### src/rtl/dmreg_pkg.sv
package dmreg_pkg;
    localparam int unsigned WORD_W = 32;

    typedef enum logic [2:0] {
        K_NONE,
        K_DATA,
        K_PROG,
        K_CTRL,
        K_ACS,
        K_PCS
    } kind_e;

    typedef enum logic [1:0] {
        ST_IDLE,
        ST_READ_OK,
        ST_WRITE_OK,
        ST_FAULT
    } st_e;
endpackage

### src/rtl/dmreg_decode.sv
module dmreg_decode
    import dmreg_pkg::*;
#(
    parameter int unsigned ADDR_W     = 7,
    parameter int unsigned DATA_BASE  = 4,
    parameter int unsigned DATA_COUNT = 2,
    parameter int unsigned PROG_BASE  = 32,
    parameter int unsigned PROG_SIZE  = 4,
    parameter int unsigned CTRL_ADDR  = 16,
    parameter int unsigned ACS_ADDR   = 22,
    parameter int unsigned PCS_ADDR   = 23,
    parameter int unsigned DIDX_W     = 1,
    parameter int unsigned PIDX_W     = 2
) (
    input  logic [ADDR_W-1:0] addr,
    output kind_e             kind,
    output logic [DIDX_W-1:0] didx,
    output logic [PIDX_W-1:0] pidx
);
    logic [31:0] addr_ext;
    logic [31:0] d_off;
    logic [31:0] p_off;

    assign addr_ext = 32'(addr);
    // Wrap-around subtraction: an address below the base gives a huge offset.
    assign d_off    = addr_ext - 32'(DATA_BASE);
    assign p_off    = addr_ext - 32'(PROG_BASE);
    assign didx     = DIDX_W'(d_off);
    assign pidx     = PIDX_W'(p_off);

    always_comb begin
        kind = K_NONE;
        if (d_off < 32'(DATA_COUNT))          kind = K_DATA;
        else if (p_off < 32'(PROG_SIZE))      kind = K_PROG;
        else if (addr_ext == 32'(CTRL_ADDR))  kind = K_CTRL;
        else if (addr_ext == 32'(ACS_ADDR))   kind = K_ACS;
        else if (addr_ext == 32'(PCS_ADDR))   kind = K_PCS;
    end
endmodule

### src/rtl/dmreg_wordbank.sv
module dmreg_wordbank
    import dmreg_pkg::*;
#(
    parameter int unsigned COUNT = 2,
    parameter int unsigned IDX_W = 1
) (
    input  logic              clk,
    input  logic              rst_n,
    input  logic              we,
    input  logic [IDX_W-1:0]  idx,
    input  logic [WORD_W-1:0] wdata,
    output logic [WORD_W-1:0] rdata
);
    logic [COUNT-1:0][WORD_W-1:0] words;

    for (genvar g = 0; g < COUNT; g++) begin : g_word
        always_ff @(posedge clk or negedge rst_n) begin
            if (!rst_n)                             words[g] <= '0;
            else if (we && (32'(idx) == 32'(g)))    words[g] <= wdata;
        end
    end

    always_comb begin
        rdata = '0;
        if (32'(idx) < 32'(COUNT)) rdata = words[idx];
    end

    // storage holds in any cycle without a write enable
    p_hold_without_we_r7: assert property (@(posedge clk) disable iff (!rst_n)
        !we |=> $stable(words));
    // a write enable always targets a word inside the window
    p_we_in_range_r2: assert property (@(posedge clk) disable iff (!rst_n)
        we |-> (32'(idx) < 32'(COUNT)));
endmodule

### src/rtl/dmreg_bank.sv
module dmreg_bank
    import dmreg_pkg::*;
#(
    parameter int unsigned ADDR_W     = 7,
    parameter int unsigned DATA_BASE  = 4,
    parameter int unsigned DATA_COUNT = 2,
    parameter int unsigned PROG_BASE  = 32,
    parameter int unsigned PROG_SIZE  = 4,
    parameter int unsigned CTRL_ADDR  = 16,
    parameter int unsigned ACS_ADDR   = 22,
    parameter int unsigned PCS_ADDR   = 23
) (
    input  logic              clk,
    input  logic              rst_n,
    input  logic              req_rd,
    input  logic              req_wr,
    input  logic [ADDR_W-1:0] req_addr,
    input  logic [31:0]       req_wdata,
    output logic              rsp_valid,
    output logic              rsp_err,
    output logic [31:0]       rsp_rdata
);
    localparam int unsigned DIDX_W = $clog2(DATA_COUNT < 2 ? 2 : DATA_COUNT);
    localparam int unsigned PIDX_W = $clog2(PROG_SIZE < 2 ? 2 : PROG_SIZE);
    localparam logic [31:0] CTRL_VALUE = 32'h0000_0081;
    localparam logic [31:0] ACS_VALUE  = {27'd0, 5'(DATA_COUNT)};
    localparam logic [31:0] PCS_VALUE  = {27'd0, 5'(PROG_SIZE)};

    kind_e              kind;
    logic [DIDX_W-1:0]  didx;
    logic [PIDX_W-1:0]  pidx;
    logic [WORD_W-1:0]  d_rdata;
    logic [WORD_W-1:0]  p_rdata;
    logic               d_we;
    logic               p_we;
    logic               one_rd;
    logic               one_wr;

    st_e                state_q;
    st_e                state_d;
    logic [31:0]        rdata_q;
    logic [31:0]        rdata_d;

    dmreg_decode #(
        .ADDR_W(ADDR_W), .DATA_BASE(DATA_BASE), .DATA_COUNT(DATA_COUNT),
        .PROG_BASE(PROG_BASE), .PROG_SIZE(PROG_SIZE), .CTRL_ADDR(CTRL_ADDR),
        .ACS_ADDR(ACS_ADDR), .PCS_ADDR(PCS_ADDR),
        .DIDX_W(DIDX_W), .PIDX_W(PIDX_W)
    ) u_decode (
        .addr(req_addr), .kind(kind), .didx(didx), .pidx(pidx)
    );

    // Simultaneous strobes count as neither a read nor a write.
    assign one_rd = req_rd && !req_wr;
    assign one_wr = req_wr && !req_rd;
    assign d_we   = one_wr && (kind == K_DATA);
    assign p_we   = one_wr && (kind == K_PROG);

    dmreg_wordbank #(.COUNT(DATA_COUNT), .IDX_W(DIDX_W)) u_data (
        .clk(clk), .rst_n(rst_n), .we(d_we), .idx(didx),
        .wdata(req_wdata), .rdata(d_rdata)
    );

    dmreg_wordbank #(.COUNT(PROG_SIZE), .IDX_W(PIDX_W)) u_prog (
        .clk(clk), .rst_n(rst_n), .we(p_we), .idx(pidx),
        .wdata(req_wdata), .rdata(p_rdata)
    );

    // Next state and next response word
    always_comb begin
        state_d = ST_IDLE;
        rdata_d = '0;
        if (one_rd) begin
            unique case (kind)
                K_DATA:  begin state_d = ST_READ_OK; rdata_d = d_rdata;    end
                K_PROG:  begin state_d = ST_READ_OK; rdata_d = p_rdata;    end
                K_CTRL:  begin state_d = ST_READ_OK; rdata_d = CTRL_VALUE; end
                K_ACS:   begin state_d = ST_READ_OK; rdata_d = ACS_VALUE;  end
                K_PCS:   begin state_d = ST_READ_OK; rdata_d = PCS_VALUE;  end
                default: state_d = ST_FAULT;
            endcase
        end else if (one_wr) begin
            state_d = (kind == K_DATA || kind == K_PROG) ? ST_WRITE_OK : ST_FAULT;
        end else if (req_rd && req_wr) begin
            state_d = ST_FAULT;
        end
    end

    // State register
    always_ff @(posedge clk or negedge rst_n) begin
        if (!rst_n) begin
            state_q <= ST_IDLE;
            rdata_q <= '0;
        end else begin
            state_q <= state_d;
            rdata_q <= rdata_d;
        end
    end

    // Outputs from state
    always_comb begin
        rsp_valid = 1'b0;
        rsp_err   = 1'b0;
        rsp_rdata = '0;
        unique case (state_q)
            ST_IDLE:     ;
            ST_READ_OK:  begin rsp_valid = 1'b1; rsp_rdata = rdata_q; end
            ST_WRITE_OK: rsp_valid = 1'b1;
            ST_FAULT:    begin rsp_valid = 1'b1; rsp_err = 1'b1; end
            default:     ;
        endcase
    end

    // a strobe is answered in the next cycle
    p_strobe_answered_r8: assert property (@(posedge clk) disable iff (!rst_n)
        (req_rd || req_wr) |=> rsp_valid);
    // no pulse without a strobe in the previous cycle
    p_no_spurious_r8: assert property (@(posedge clk) disable iff (!rst_n)
        !(req_rd || req_wr) |=> !rsp_valid);
    // a refused access carries zero data
    p_err_zero_data_r6: assert property (@(posedge clk) disable iff (!rst_n)
        rsp_err |-> (rsp_rdata == 32'd0));
    // a plain write returns zero data
    p_write_zero_data_r10: assert property (@(posedge clk) disable iff (!rst_n)
        (req_wr && !req_rd) |=> (rsp_rdata == 32'd0));
    // both strobes together never write storage
    p_dual_no_write_r9: assert property (@(posedge clk) disable iff (!rst_n)
        (req_rd && req_wr) |-> !(d_we || p_we));
endmodule

### config.mk
export PLATFORM = sky130hd
export DESIGN_NAME = dmreg_bank
export DESIGN_NICKNAME = d
export VERILOG_FILES = /design/src/rtl/dmreg_pkg.sv /design/src/rtl/dmreg_decode.sv /design/src/rtl/dmreg_wordbank.sv /design/src/rtl/dmreg_bank.sv
export SDC_FILE = /design/constraint.sdc
export NUM_CORES = 1
export LEC_CHECK = 0
export BUFFER_PORTS_ARGS = -buffer_cell sky130_fd_sc_hd__buf_2
export CAP_MARGIN = 40
export CORE_MARGIN = 3
export CORE_UTILIZATION = 50
export CTS_CLUSTER_DIAMETER = 80
export DETAILED_ROUTE_END_ITERATION = 12
export GPL_TIMING_DRIVEN = 0
export PLACE_DENSITY = 0.65
export SLEW_MARGIN = 5
export SYNTH_ARGS = -nofsm -noshare
export SYNTH_HDL_FRONTEND = slang
export SYNTH_HIERARCHICAL = 1
export SYNTH_SLANG_ARGS = --single-unit
### constraint.sdc
create_clock -name clk -period 2.18 [get_ports clk]
set_clock_uncertainty 0.15 [all_clocks]
set_input_delay 0 -clock clk [delete_from_list [all_inputs] [get_ports clk]]
set_output_delay 0 -clock clk [all_outputs]
set_load 0.01 [all_outputs]
==> run summary, run 1 <==
The flow ran to the end, but the final reports show violations. The checks that failed: hold timing. Averaged over all synthesized cells, the footprint is 15.16 µm². The detailed router finished its first iteration with approximately 320 violations. The met1 wire length came out at approximately 10,000 µm. The number of warnings issued by yosys came out at 6.

The internal portion of the total power is about 7.4 mW. The peak clock frequency supported by timing is approximately 0.47 GHz. The total power came out at around 9.4 mW.

In this run the worst path has a maximum fanout of 7. The I/O pin count came out at 77. For the finished layout, the period the worst path requires is 2.114 ns.

Combinational logic burns 8.1% of the power. The total number of vias is about 6,000. The share of the cycle needed by the critical path after routing is between 90% and 100%.

The detail route stage leaves a number of antenna-violating nets equal to 0. From synthesis to final layout, the design area changed by 22.23%. The routed length per instance came out at between 20 and 25 µm. After synthesis, flip-flops and latches occupy between 50% and 60% of the total area.

Per report_power, the clock group accounts for 43.7% of the total. The area of the placeable core is just under 20,000 µm². The critical path arrival came out at 2.35 ns. The detailed-route DRC error count is 0.

The number of buffer and inverter stages on the critical path is 5. The number of placed cells counting well taps came out at a little over 1,000. The total power density per cell area came out at approximately 760 nW/µm². The initial cell density of the core came out at between 50% and 60%. The pin count of the biggest net entering global routing is between 100 and 150.

The first-pass iteration count of the detailed router is 4. The floorplan has slightly above 50 rows. The buffer levels on the longest clock path is 3. For flop-to-flop paths, the worst setup slack is about 0.78 ns. The initial antenna violation count was 0. The global placer's final weighted congestion came out at 0.7431. The total standard cell area after synthesis came out at 10,110 µm². The routed design uses ~11,000 µm of met2 wire.

From left edge to right edge, the die measures 148.2 µm. The number of antenna diodes in the final layout is 0. The detailed placer's ending HPWL came out at about 14,000 µm. The post-layout instance area is approximately 12,000 µm². By area the synthesized netlist is led by sky130_fd_sc_hd__dfrtp_1 56%, sky130_fd_sc_hd__mux2_2 24%, sky130_fd_sc_hd__mux4_2 7.1%. The die outline height is around 150 µm. The remaining max-slew budget at the tightest pin is between 40 and 50%. After detailed routing, the total wire length is ~23,000 µm. The number of global-route vias before repair is approximately 6,700. The number of storage elements in the synthesis netlist came out at between 200 and 250. Global routing used about a fifth of the available tracks across all layers.

The area share of the largest cell type after synthesis is 55.94%. The tool flagged a number of max-cap violations equal to 0. The count of non-filler cells in the finished layout is 1,102.

TritonCTS built the clock tree. The root buffer cell chosen for the clock tree is sky130_fd_sc_hd__clkbuf_16. The post-placement cell area is between 10,000 and 15,000 µm². The leakage power is 6.085 nW. STA classifies the critical path endpoint as a flop.

The worst path required time came out at between 2 and 2.5 ns. In this run the worst setup path begins at req_addr[6]. The number of setup violations in the final report came out at 0.

The worst register-to-register path begins at u_prog/words[103]$_DFFE_PN0P_. The critical path goes through buf_6 -> inv_8 -> ha_4 -> nor4b_4 -> nand2_2 -> o21ai_4 -> nor3b_4 -> buf_6 -> and3b_2 -> nor3b_4 -> buf_6 -> clkbuf_16 -> mux2_2. VDD sags by at most around 0.00052 V. The largest total area in the synthesized netlist belongs to sky130_fd_sc_hd__dfrtp_1.

The minimum hold slack is -0.01098 ns. TritonCTS created 25 clock buffers. The path class of the tightest hold or removal check is primary input to asynchronous set/reset pin. The clock sink total came out at about 230. The net count after synthesis came out at around 710.

The cell type of the slowest stage on the worst timing path is sky130_fd_sc_hd__mux2_2. The largest stage delay on the critical path came out at around 0.33 ns. The via density per instance came out at between 5 and 6. The first-pass GRT wire length came out at around 37,000 µm. The clock transition at the register clock pins on the worst setup and hold paths after CTS came out at roughly 0.060 ns. The final total negative setup slack came out at 0 ns.

The total net switching power is roughly 2.1 mW. The total global routing overflow is 0. The fraction of layout cells with a size suffix above 1 is between 50% and 60%. Counting stages on the worst path, the most repeated cell is sky130_fd_sc_hd__buf_6. In this run, distinct cell masters in the synthesized netlist total 37. The clock insertion delay at the later pin of the skew report is 0.51 ns. The number of port buffers came out at 76. The slew at the pin closest to its max-slew limit is between 0.8 and 0.9 ns.

The wire length on met3 is 906 µm. The die area is between 20,000 and 25,000 µm². The family with the most delay on the worst path is simple AND/OR/NAND/NOR gates. The worst setup path is launched from a primary input. The max-slew violation count is 0. The highest layer touched by signal routing is met4. The share of total power consumed by net switching is between 20% and 30%. The filler cells instantiated in the layout total ~1,500.

The synthesized instance count came out at approximately 670. The number of hold violations in the final report is 14. The sequential group share of total power came out at 48.2%.

The worst setup path is of the primary input to flop kind. The final layout contains between 800 and 900 nets. CTS built an H-tree with a depth of 1.
path summary, 6_finish.rpt:
path	endpoint	cells past startpoint
hold reg to reg	u_data/words[2]$_DFFE_PN0P_	1
setup / recovery	u_prog/words[2]$_DFFE_PN0P_	13
min in group clk	rdata_q[7]$_DFF_PN0_	4
setup reg to reg	rdata_q[7]$_DFF_PN0_	3
hold / removal	rdata_q[6]$_DFF_PN0_	2
max in group asynchronous	u_prog/words[61]$_DFFE_PN0P_	3
Yosys cell counts:
cell	count
sky130_fd_sc_hd__ha_1	1
sky130_fd_sc_hd__nand3b_1	2
sky130_fd_sc_hd__nor2b_1	3
sky130_fd_sc_hd__o21ai_0	3
sky130_fd_sc_hd__and3b_1	2
sky130_fd_sc_hd__mux2_2	219
sky130_fd_sc_hd__and4_1	1
sky130_fd_sc_hd__nand2_1	8
sky130_fd_sc_hd__a22oi_1	29
sky130_fd_sc_hd__mux2_1	5
sky130_fd_sc_hd__o21ai_2	1
sky130_fd_sc_hd__or3_4	1
sky130_fd_sc_hd__a211oi_1	2
sky130_fd_sc_hd__buf_6	7
sky130_fd_sc_hd__and3_1	1
sky130_fd_sc_hd__nor3b_4	2
sky130_fd_sc_hd__clkbuf_2	1
sky130_fd_sc_hd__nand3b_4	1
sky130_fd_sc_hd__and2_1	33
sky130_fd_sc_hd__nor4b_2	1
sky130_fd_sc_hd__a21boi_1	1
sky130_fd_sc_hd__a21oi_1	2
sky130_fd_sc_hd__buf_4	20
sky130_fd_sc_hd__nand3_1	2
sky130_fd_sc_hd__inv_1	2
sky130_fd_sc_hd__mux4_2	32
sky130_fd_sc_hd__nor3_1	1
sky130_fd_sc_hd__o21ai_1	1
sky130_fd_sc_hd__clkbuf_1	6
sky130_fd_sc_hd__or2_2	1
sky130_fd_sc_hd__buf_2	14
sky130_fd_sc_hd__nor3b_2	1
sky130_fd_sc_hd__nand4b_4	1
sky130_fd_sc_hd__a21o_1	2
sky130_fd_sc_hd__nor3_2	1
sky130_fd_sc_hd__nor2_1	31
sky130_fd_sc_hd__dfrtp_1	226
per-layer routing:
layer | GRT usage [%] | vias up
li1 | - | 2731
met1 | 29.26 | 3186
met2 | 36.26 | 116
met3 | 2.742 | 26
met4 | 4.665 | 0
met5 | 0 | -
flip-flops by register name, summed over array words and instances, names as in the netlist:
name,flops
u_prog/words,128
rdata_q,32
u_data/words,64
state_q,2
through the flow:
stage	util (%)	worst slack, ns
2_1_floorplan	-	-0.3023
3_3_place_gp	55.59	-2.637
3_5_place_dp	55.78	-1.021
4_1_cts	62.19	0.004320
5_1_grt	62.87	-0.0009754
6_report	62.87	0.06568
cell families after synthesis:
kind of cell	synth area share (%)
compound gates	2.908
fa+ha+maj	0.1237
buf+inv	3.304
flops	55.94
mux	32.08
simple gates	5.644
power groups by stage:
stage / clock network [mW] / logic, mW / registers, mW
2_1_floorplan: 0 / 0.438 / 4.57
3_3_place_gp: 0 / 0.663 / 4.59
3_5_place_dp: 0 / 0.704 / 4.61
4_1_cts: 4.21 / 0.765 / 4.54
5_1_grt: 4.40 / 0.840 / 4.56
6_report: 4.11 / 0.763 / 4.54
area by class of cell:
class	count	area (µm²)	share of cell area [%]
Clock buffer	38	724.4	5.863
Tap cell	265	331.6	2.683
Buffer	48	424.2	3.433
Sequential cell	226	5655	45.77
Inverter	2	20.02	0.1620
Multi-Input combinational cell	391	4188	33.89
Timing Repair Buffer	125	924.6	7.483
Clock inverter	7	88.84	0.7189
layout by cell type, fill, tap and decap left out, drive strengths merged, types with 2 or more instances in the layout:
cell type / instances
nor3b: 3
inv: 3
a21o: 2
clkinv: 4
nor3: 2
bufinv: 2
nor2b: 3
o21ai: 5
dfrtp: 226
mux2: 224
a22oi: 29
and2: 33
nand2: 8
a21oi: 2
nor2: 31
nand3: 2
mux4: 32
clkbuf: 48
a211oi: 2
buf: 125
and3b: 2
nand3b: 3
dlygate4sd3: 38
what timing repair did:
action                     CTS  global route
resized for setup            9            17
cloned                       0             2
pin swaps                    1             2
hold buffers                38             0
hold endpoints to repair   333             0
setup endpoints to repair  186           152
setup buffers                5             3
(Power assumes the default switching activity.)
==> run 2: changes to the inputs <==
- CAP_MARGIN: 40 -> 30
- CORE_MARGIN: 3 -> 10
==> run 2 against run 1 <==
  * Clock-buffer cell count did not move
  * Routed wire length rose by 2.6%
  * The flow now finishes without violations
  * Sequential share of layout area rose by 0.088 points
  * Hold slack improved by 0.048 ns
  * Utilization fell by 0.12 points
  * Cell area fell by 0.19%
  * Via count rose by 0.18%
  * Highest routed layer unchanged
  * Sequential power barely moved
  * Die area rose by 20%
  * Final cell count did not move
==> run summary, run 2 (same netlist as run 1, synthesis figures left out) <==
The max-capacitance violation count came out at 0 (unchanged). The worst reg-to-reg setup slack is 0.78 ns (about the same). The largest individual stage delay along the critical path comes from the cell sky130_fd_sc_hd__mux2_2. The detailed placer's ending HPWL is 14,730 µm (+4.0%).

The number of antenna cells inserted is 0 (unchanged). The share of the cycle needed by the critical path after routing came out at 95.97% (-1.0 points). The peak clock frequency supported by timing is 0.4780 GHz (+1.1%). The buffer levels on the longest clock path is 3 (unchanged).

The worst path required time is 2.44 ns (+0.02 ns). The critical path arrival came out at 2.35 ns (about the same). The first-pass GRT wire length came out at 37,300 µm (+1.6%). Setup repair after global routing could not meet its margin everywhere. The most critical setup path has its endpoint at u_prog/words[15]$_DFFE_PN0P_.

The detailed-route DRC error count came out at 0 (unchanged). The initial cell density of the core is 51.44% (unchanged). The worst setup path is launched from a primary input. The worst slack at placement is -0.9641 ns (+0.05666 ns). The clock buffer count from CTS came out at 25 (unchanged). The area of all sequential standard cells is 5655 µm² (unchanged). The number of flip-flops in the largest register came to 128 (unchanged). The area growth from synthesis to layout is 21.99%. The remaining max-slew budget at the tightest pin came out at 40.16% (-4.9 points). The root buffer cell chosen for the clock tree is sky130_fd_sc_hd__clkbuf_16. The iteration-0 DRC count of the detailed router is 194 (-39%). The overall fraction of global-route tracks in use is 17.74% (-3.4 points). The row count came out at 51 (unchanged). STA classifies the critical path endpoint as a flop.

The leakage power is 6.079 nW (-0.10%). The clock sink total is 226 (unchanged). The number of nets at the end of the flow came out at 864 (+0.12%). The number of hold violations in the final report came out at 0 (-14). The pin count of the biggest net entering global routing is 97 (-19%). The largest registers in the layout are u_prog/words (128), u_data/words (64), rdata_q (32).

The horizontal die dimension came out at 162.2 µm (+9.4%). The path class of the tightest hold or removal check is primary input to flop. The run finished with clean final reports.

The number of global-route vias before repair came out at 6,701 (+0.68%). The worst setup path is of the primary input to flop kind. The initial antenna violation count came out at 0 (unchanged). The clock insertion delay at the later pin of the skew report came out at 0.52 ns (about the same). The fill cell total of the finished layout came out at 1,489 (-0.73%). The total global routing overflow came out at 0 (unchanged). The I/O pin count came to 77 (unchanged). The fraction of layout cells with a size suffix above 1 came out at 52.21% (-0.12 points). The global placer's final weighted congestion was 0.7527 (+1.3%). The number of port buffers came out at 76 (unchanged).

The routed length per instance is 21.17 µm (+2.6%). In this run the worst setup path begins at req_addr[6]. The area of the multi-input gates came out at 4183 µm² (-0.12%). The critical path goes through buf_4 -> inv_8 -> ha_4 -> nor4b_4 -> nand2_1 -> o21ai_4 -> nor3b_4 -> buf_6 -> and3b_2 -> nor3b_4 -> buf_6 -> buf_8 -> mux2_2. The via density per instance is 5.508 (+0.18%). The die area is 26,310 µm² (+20%).

Leaving out fill and tap cells, the most frequent cell in the layout is sky130_fd_sc_hd__dfrtp_1. The slew at the pin closest to its max-slew limit came out at 0.8975 ns (+0.07397 ns). The die outline height is 162.2 µm (+9.4%). The capture point of the worst reg-to-reg path is rdata_q[22]$_DFF_PN0_. The area of the placeable core came out at 19,650 µm² (unchanged). The remaining antenna violation count came out at 0 (unchanged). Leaving out fill and tap cells, the most frequent cells in the layout are 226 x sky130_fd_sc_hd__dfrtp_1, 215 x sky130_fd_sc_hd__mux2_2, 80 x sky130_fd_sc_hd__buf_2, 39 x sky130_fd_sc_hd__dlygate4sd3_1, 33 x sky130_fd_sc_hd__and2_1. The number of setup violations in the final report came out at 0 (unchanged). The final total negative setup slack was 0 ns (unchanged).

The total power density per cell area came to 760.2 nW/µm² (-0.23%). The largest stage delay on the critical path came out at 0.34 ns (about the same). The worst ir drop on vdd came out at 0.0005747 V (+10%).

The clock transition at the register clock pins on the worst setup and hold paths after CTS is 0.06 ns (about the same). The total number of vias came out at 6,070 (+0.18%). In this run the critical register-to-register path is launched from u_prog/words[118]$_DFFE_PN0P_. The setup slack after layout is 0.08779 ns (+0.02211 ns). The number of cell instances on the worst register-to-register path came out at 3 (unchanged). The total power is 9.376 mW (-0.42%). The maximum net fanout on the critical path is 10 (+3). TritonCTS built the clock tree. The CTS H-tree depth came out at 1 (unchanged). The total length of routed wires came out at 23,320 µm (+2.6%). The max-slew violation count came out at 0 (unchanged). The first-pass iteration count of the detailed router came to 4 (unchanged). The shortest clock period the worst path allows after layout is 2.092 ns (-0.02211 ns). Ranked by flip-flop count, first place goes to u_prog/words.
## run 2: changes by cell type in the layout (fill, tap and decap cells not counted), sizes merged
cell / previous run / this run
buf: 125 / 127
bufinv: 2 / 1
clkbuf: 48 / 46
dlygate4sd3: 38 / 39
## run 2: worst min path at each step
stage	start	to	slack, ns	cells after the start
finish	req_addr[2]	rdata_q[1]$_DFF_PN0_	0.04	6
global route	req_addr[1]	rdata_q[7]$_DFF_PN0_	0.06	4
CTS	req_addr[2]	rdata_q[1]$_DFF_PN0_	0.004	6
detailed placement	rst_n	u_prog/words[5]$_DFFE_PN0P_	-0.20	1
global placement	req_wr	state_q[1]$_DFF_PN0_	0.11	2
floorplan	rst_n	rdata_q[0]$_DFF_PN0_	-0.45	0
## run 2: critical path: cells and delay by family
family	cells	cell delay, ns
AOI/OAI and AO/OA	1	0.16
adders and majority gates	1	0.24
buffers and inverters	5	0.63
muxes	1	0.34
and+or+nand+nor	5	0.96
## run 2: timing repair
action / in CTS / in global routing
gates cloned: 0 / 1
hold buffers: 39 / 0
gates resized for setup: 9 / 12
pin swaps: 1 / 2
setup endpoints to repair: 184 / 76
setup buffers: 6 / 2
endpoints found under the hold margin: 452 / 0
## run 2: per-stage QoR
stage	cell area [µm²]	utilization, %	hold WS, ns	instances
finish	12330	62.75	0.03732	1102
global route	12330	62.75	0.06337	1102
CTS	12250	62.34	0.004448	1099
detailed placement	10990	55.92	-0.1975	1010
global placement	10930	55.59	0.1125	1008
floorplan	10210	-	-0.4456	667
## run 2: power by group
part           switching, mW  internal, mW  total, mW
registers              0.111          4.43       4.54
logic                  0.346         0.421      0.767
clock network           1.64          2.43       4.07
## run 2: routing by layer
layer / wire (µm) / track usage [%]
met5: 0 / 0
met2: 11720 / 30.19
met1: 10330 / 23.29
met3: 989 / 3.084
met4: 287 / 3.763
## run 2: final cells by class
class | count | area share, %
clock buffers | 38 | 5.955
inverters | 2 | 0.1623
repair buffers | 126 | 7.538
well taps | 265 | 2.688
plain buffers | 48 | 3.378
clock inverters | 6 | 0.5073
multi-input cells | 391 | 33.91
flip-flops and latches | 226 | 45.86
==> run 3: changes to the inputs <==
- SYNTH_HIERARCHICAL: 1 -> not set
==> run 3 against run 2 <==
  * The run now ends with hold timing left
  * Sequential cell count stayed put
  * Die area is 1.1% lower
  * Largest cell class unchanged
  * Setup slack worse by 0.032 ns
  * Final cell count is 0.18% lower
  * Clock-buffer cell count is 3 lower
==> run summary, run 3 <==
The combinational family with the most area after synthesis is multiplexers. The die outline height is 161.3 µm (-0.53%). The iteration-0 DRC count of the detailed router is 242 (+25%). The fraction of layout cells with a size suffix above 1 is 47.43% (-4.8 points). The setup slack after layout is 0.05605 ns (-0.03174 ns). Setup repair after global routing left no endpoint under its margin. The clock insertion delay at the later pin of the skew report is 0.51 ns (about the same). The via density per instance came out at 5.526 (+0.33%). The number of placed cells counting well taps is 1,005 (-0.50%).

The clock buffer count from CTS is 24 (-4.0%). The total number of vias is 6,079 (+0.15%). The number of port buffers was 75 (-1.3%). The pin count of the biggest net entering global routing is 116 (+20%). The max-capacitance violation count is 0 (unchanged).

The count of non-filler cells in the finished layout was 1,100 (-0.18%). The CTS H-tree depth came out at 1 (unchanged). The slew at the pin closest to its max-slew limit is 0.8646 ns (-0.03297 ns).

The run finished, with violations left. The total power density per cell area is 773.4 nW/µm² (+1.7%). The number of synthesized flops with an enable pin was 0 (unchanged).

The detailed-route DRC error count is 0 (unchanged). The buffer levels on the longest clock path came out at 3 (unchanged). The async set or reset register ratio after synthesis was 100.0% (unchanged). The share of the cycle needed by the critical path after routing was 97.43% (+1.5 points). The root buffer cell is sky130_fd_sc_hd__clkbuf_16. The total power was 9.389 mW (+0.14%).

The average cell area after synthesis was 15.09 µm² (-0.47%). The number of warnings issued by yosys is 0 (-6). The synthesized instance count came out at 662 (-0.75%).

The peak clock frequency supported by timing is 0.4708 GHz (-1.5%). The first-pass GRT wire length is 37,520 µm (+0.59%). The shortest clock period the worst path allows after layout is 2.124 ns (+0.03174 ns). The critical path arrival was 2.36 ns (about the same).

The remaining antenna violation count is 0 (unchanged). The die area is 26,030 µm² (-1.1%). The worst path required time is 2.42 ns (-0.02 ns). The post-synthesis mux area share is 32.47% (+0.39 points). The maximum net fanout on the critical path is 4 (-6). Traced cell by cell, the critical path runs through buf_2 -> or4b_4 -> dlygate4sd3_1 -> nor2_2 -> nor2_1 -> a41o_1 -> dlygate4sd3_1. The minimum hold slack came out at -0.04005 ns (-0.07737 ns). The global placer's final weighted congestion was 0.7762 (+3.1%).

The worst slack at placement is -0.3417 ns (+0.6224 ns). sky130_fd_sc_hd__dfrtp_1 is the most common cell in the netlist. The overall fraction of global-route tracks in use is 17.85% (+0.11 points). The fraction of the mapped netlist area in compound gates is 3.082% (+0.17 points). The remaining max-slew budget at the tightest pin is 42.36% (+2.2 points).

STA classifies the critical path endpoint as a flop. The detailed placer's ending HPWL is 14,960 µm (+1.6%). The area share of the largest cell type after synthesis came out at 56.63% (+0.69 points).

The proportion of synthesized chip area in sequential cells is 56.63% (+0.69 points). STA classifies the critical path startpoint as a primary input. The number of setup violations in the final report was 0 (unchanged). The max-slew violation count came out at 0 (unchanged).

The register with the most flip-flops in the final layout is u_prog.words. The fill cell total of the finished layout is 1,511 (+1.5%). The leakage power is 5.974 nW (-1.7%). The most numerous cell type found on the critical path is sky130_fd_sc_hd__dlygate4sd3_1. The I/O pin count came out at 77 (unchanged).

The total length of routed wires came out at 23,170 µm (-0.65%). The min-delay analysis places its worst path in the category primary input to asynchronous set/reset pin. The number of flip-flops in the largest register was 128 (unchanged). In the final layout, the registers with the most flip-flops are u_prog.words (128), u_data.words (64), rdata_q (32). The number of hold violations in the final report came out at 13 (+13). The initial antenna violation count was 0 (unchanged). The xor-xnor portion of the synthesized cell area is 0% (unchanged). Yosys attributes the largest share of cell area to sky130_fd_sc_hd__dfrtp_1 57%, sky130_fd_sc_hd__mux2_2 24%, sky130_fd_sc_hd__mux4_2 7.2%. From synthesis to final layout, the design area changed by 21.55%. The first-pass iteration count of the detailed router came to 4 (unchanged). TritonCTS built the clock tree. The worst ir drop on vdd came out at 0.0006024 V (+4.8%). The number of post-CTS setup repair buffers was 0 (-6). The count of distinct cell types in the synthesized netlist is 38 (+2.7%). The worst reg-to-reg setup slack is 0.71 ns (-0.07 ns). The row count is 51 (unchanged). The number of nets at the end of the flow is 862 (-0.23%). The largest stage delay on the critical path is 0.62 ns (+0.28 ns).

By count the netlist is led by 226 x sky130_fd_sc_hd__dfrtp_1, 212 x sky130_fd_sc_hd__mux2_2, 33 x sky130_fd_sc_hd__and2_1, 33 x sky130_fd_sc_hd__nor2_1, 32 x sky130_fd_sc_hd__mux4_2. The number of global-route vias before repair is 6,868 (+2.5%). The library cells used most frequently in the layout, excluding fill and tap cells, are 226 x sky130_fd_sc_hd__dfrtp_1, 212 x sky130_fd_sc_hd__mux2_2, 89 x sky130_fd_sc_hd__buf_2, 51 x sky130_fd_sc_hd__dlygate4sd3_1, 33 x sky130_fd_sc_hd__and2_1. The net count after synthesis came to 706 (-0.70%). The horizontal die dimension is 161.3 µm (-0.53%).

The total standard cell area after synthesis is 9987 µm² (-1.2%). The critical path in this run is classified as primary input to flop. The adder and majority cell fraction of the synthesized area came out at 0.1253% (+0.0015 points). The share of synthesized cell area in and, or, nand and nor gates is 5.412% (-0.23 points). The total global routing overflow is 0 (unchanged).

The library cell used most frequently in the layout, excluding fill and tap cells, is sky130_fd_sc_hd__dfrtp_1. The number of antenna cells inserted is 0 (unchanged). The routed length per instance came out at 21.07 µm (-0.47%). The cell type of the slowest stage on the worst timing path is sky130_fd_sc_hd__dlygate4sd3_1. The area of the placeable core came out at 19,530 µm² (-0.65%).

The initial cell density of the core came out at 51.15% (-0.29 points). The clock transition at the register clock pins on the worst setup and hold paths after CTS came out at 0.06 ns (about the same). In the synthesized netlist the dominant register cell turns out to be sky130_fd_sc_hd__dfrtp_1. The checks that failed: hold timing. The number of storage elements in the synthesis netlist came out at 226 (unchanged).

The clock sink total came to 226 (unchanged). The cell taking the most area after synthesis is sky130_fd_sc_hd__dfrtp_1.
-- run 3: cell types whose count changed in the layout (fill, tap and decap cells not counted), moves of 3 or more --
cell,delta
sky130_fd_sc_hd__a21oi_1,+4
sky130_fd_sc_hd__buf_1,+6
sky130_fd_sc_hd__buf_2,+9
sky130_fd_sc_hd__buf_4,-22
sky130_fd_sc_hd__buf_6,-10
sky130_fd_sc_hd__bufinv_16,+3
sky130_fd_sc_hd__clkbuf_1,+11
sky130_fd_sc_hd__dlygate4sd3_1,+12
sky130_fd_sc_hd__mux2_1,+8
sky130_fd_sc_hd__mux2_2,-3
sky130_fd_sc_hd__mux2_4,-5
-- run 3: cells by family after synthesis --
group,after synthesis
muxes,256
DFF,226
and+or+nand+nor,90
buffers and inverters,46
AOI/OAI and AO/OA,43
adders and majority gates,1
-- run 3: layer usage --
metal  GRT usage (%)  share of wire, %  vias to the layer above
met5               0                 0                        -
met4           4.384               2.0                        0
met3           3.025               3.9                       38
met2           31.77                52                      106
met1           22.07                42                     3190
li1                -                 -                     2745
-- run 3: final timing paths --
check | startpoint | to | cells after the start
min in group clk | req_addr[0] | rdata_q[2]$_DFF_PN0_ | 5
worst min register to register | u_data.words[0]$_DFFE_PN0P_ | u_data.words[0]$_DFFE_PN0P_ | 1
max in group asynchronous | rst_n | u_prog.words[50]$_DFFE_PN0P_ | 3
worst max-delay path | req_addr[6] | state_q[1]$_DFF_PN0_ | 7
worst min-delay path | rst_n | state_q[0]$_DFF_PN0_ | 2
worst max register to register | u_prog.words[103]$_DFFE_PN0P_ | rdata_q[7]$_DFF_PN0_ | 3
-- run 3: per-stage QoR --
| step | area (µm²) | utilization (%) | setup TNS, ns |
|---|---|---|---|
| finish | 12140 | 62.17 | 0 |
| global route | 12140 | 62.17 | 0 |
| CTS | 12110 | 62.03 | 0 |
| detailed placement | 10750 | 55.06 | -43.03 |
| global placement | 10690 | 54.77 | -636.40 |
| floorplan | 9987 | - | 0 |
-- run 3: report_power, final --
part / total, mW / switching, mW / internal [mW]
Clock: 4.33 / 1.62 / 2.70
Combinational: 0.631 / 0.308 / 0.324
Sequential: 4.43 / 0.0762 / 4.35
Total: 9.39 / 2.01 / 7.38
-- run 3: critical path, delay by kind of cell --
family	cells	cell delay [ns]
buffers and inverters	3	1.29
AO/OA/AOI/OAI	1	0.24
AND/OR/NAND/NOR	3	0.82
-- run 3: final cells by class --
type	instances	area, µm²	share of cell area [%]
well taps	265	331.6	2.731
flip-flops and latches	226	5655	46.59
clock inverters	8	145.1	1.196
plain buffers	44	226.5	1.866
multi-input cells	390	4115	33.90
repair buffers	130	954.7	7.864
clock buffers	35	703.2	5.793
inverters	2	7.507	0.06184
-- run 3: what timing repair did --
action	CTS	global route
gates cloned	0	0
pin swaps	0	0
resized for setup	1	7
hold endpoints to repair	310	0
setup endpoints to repair	10	39
hold buffers	51	0
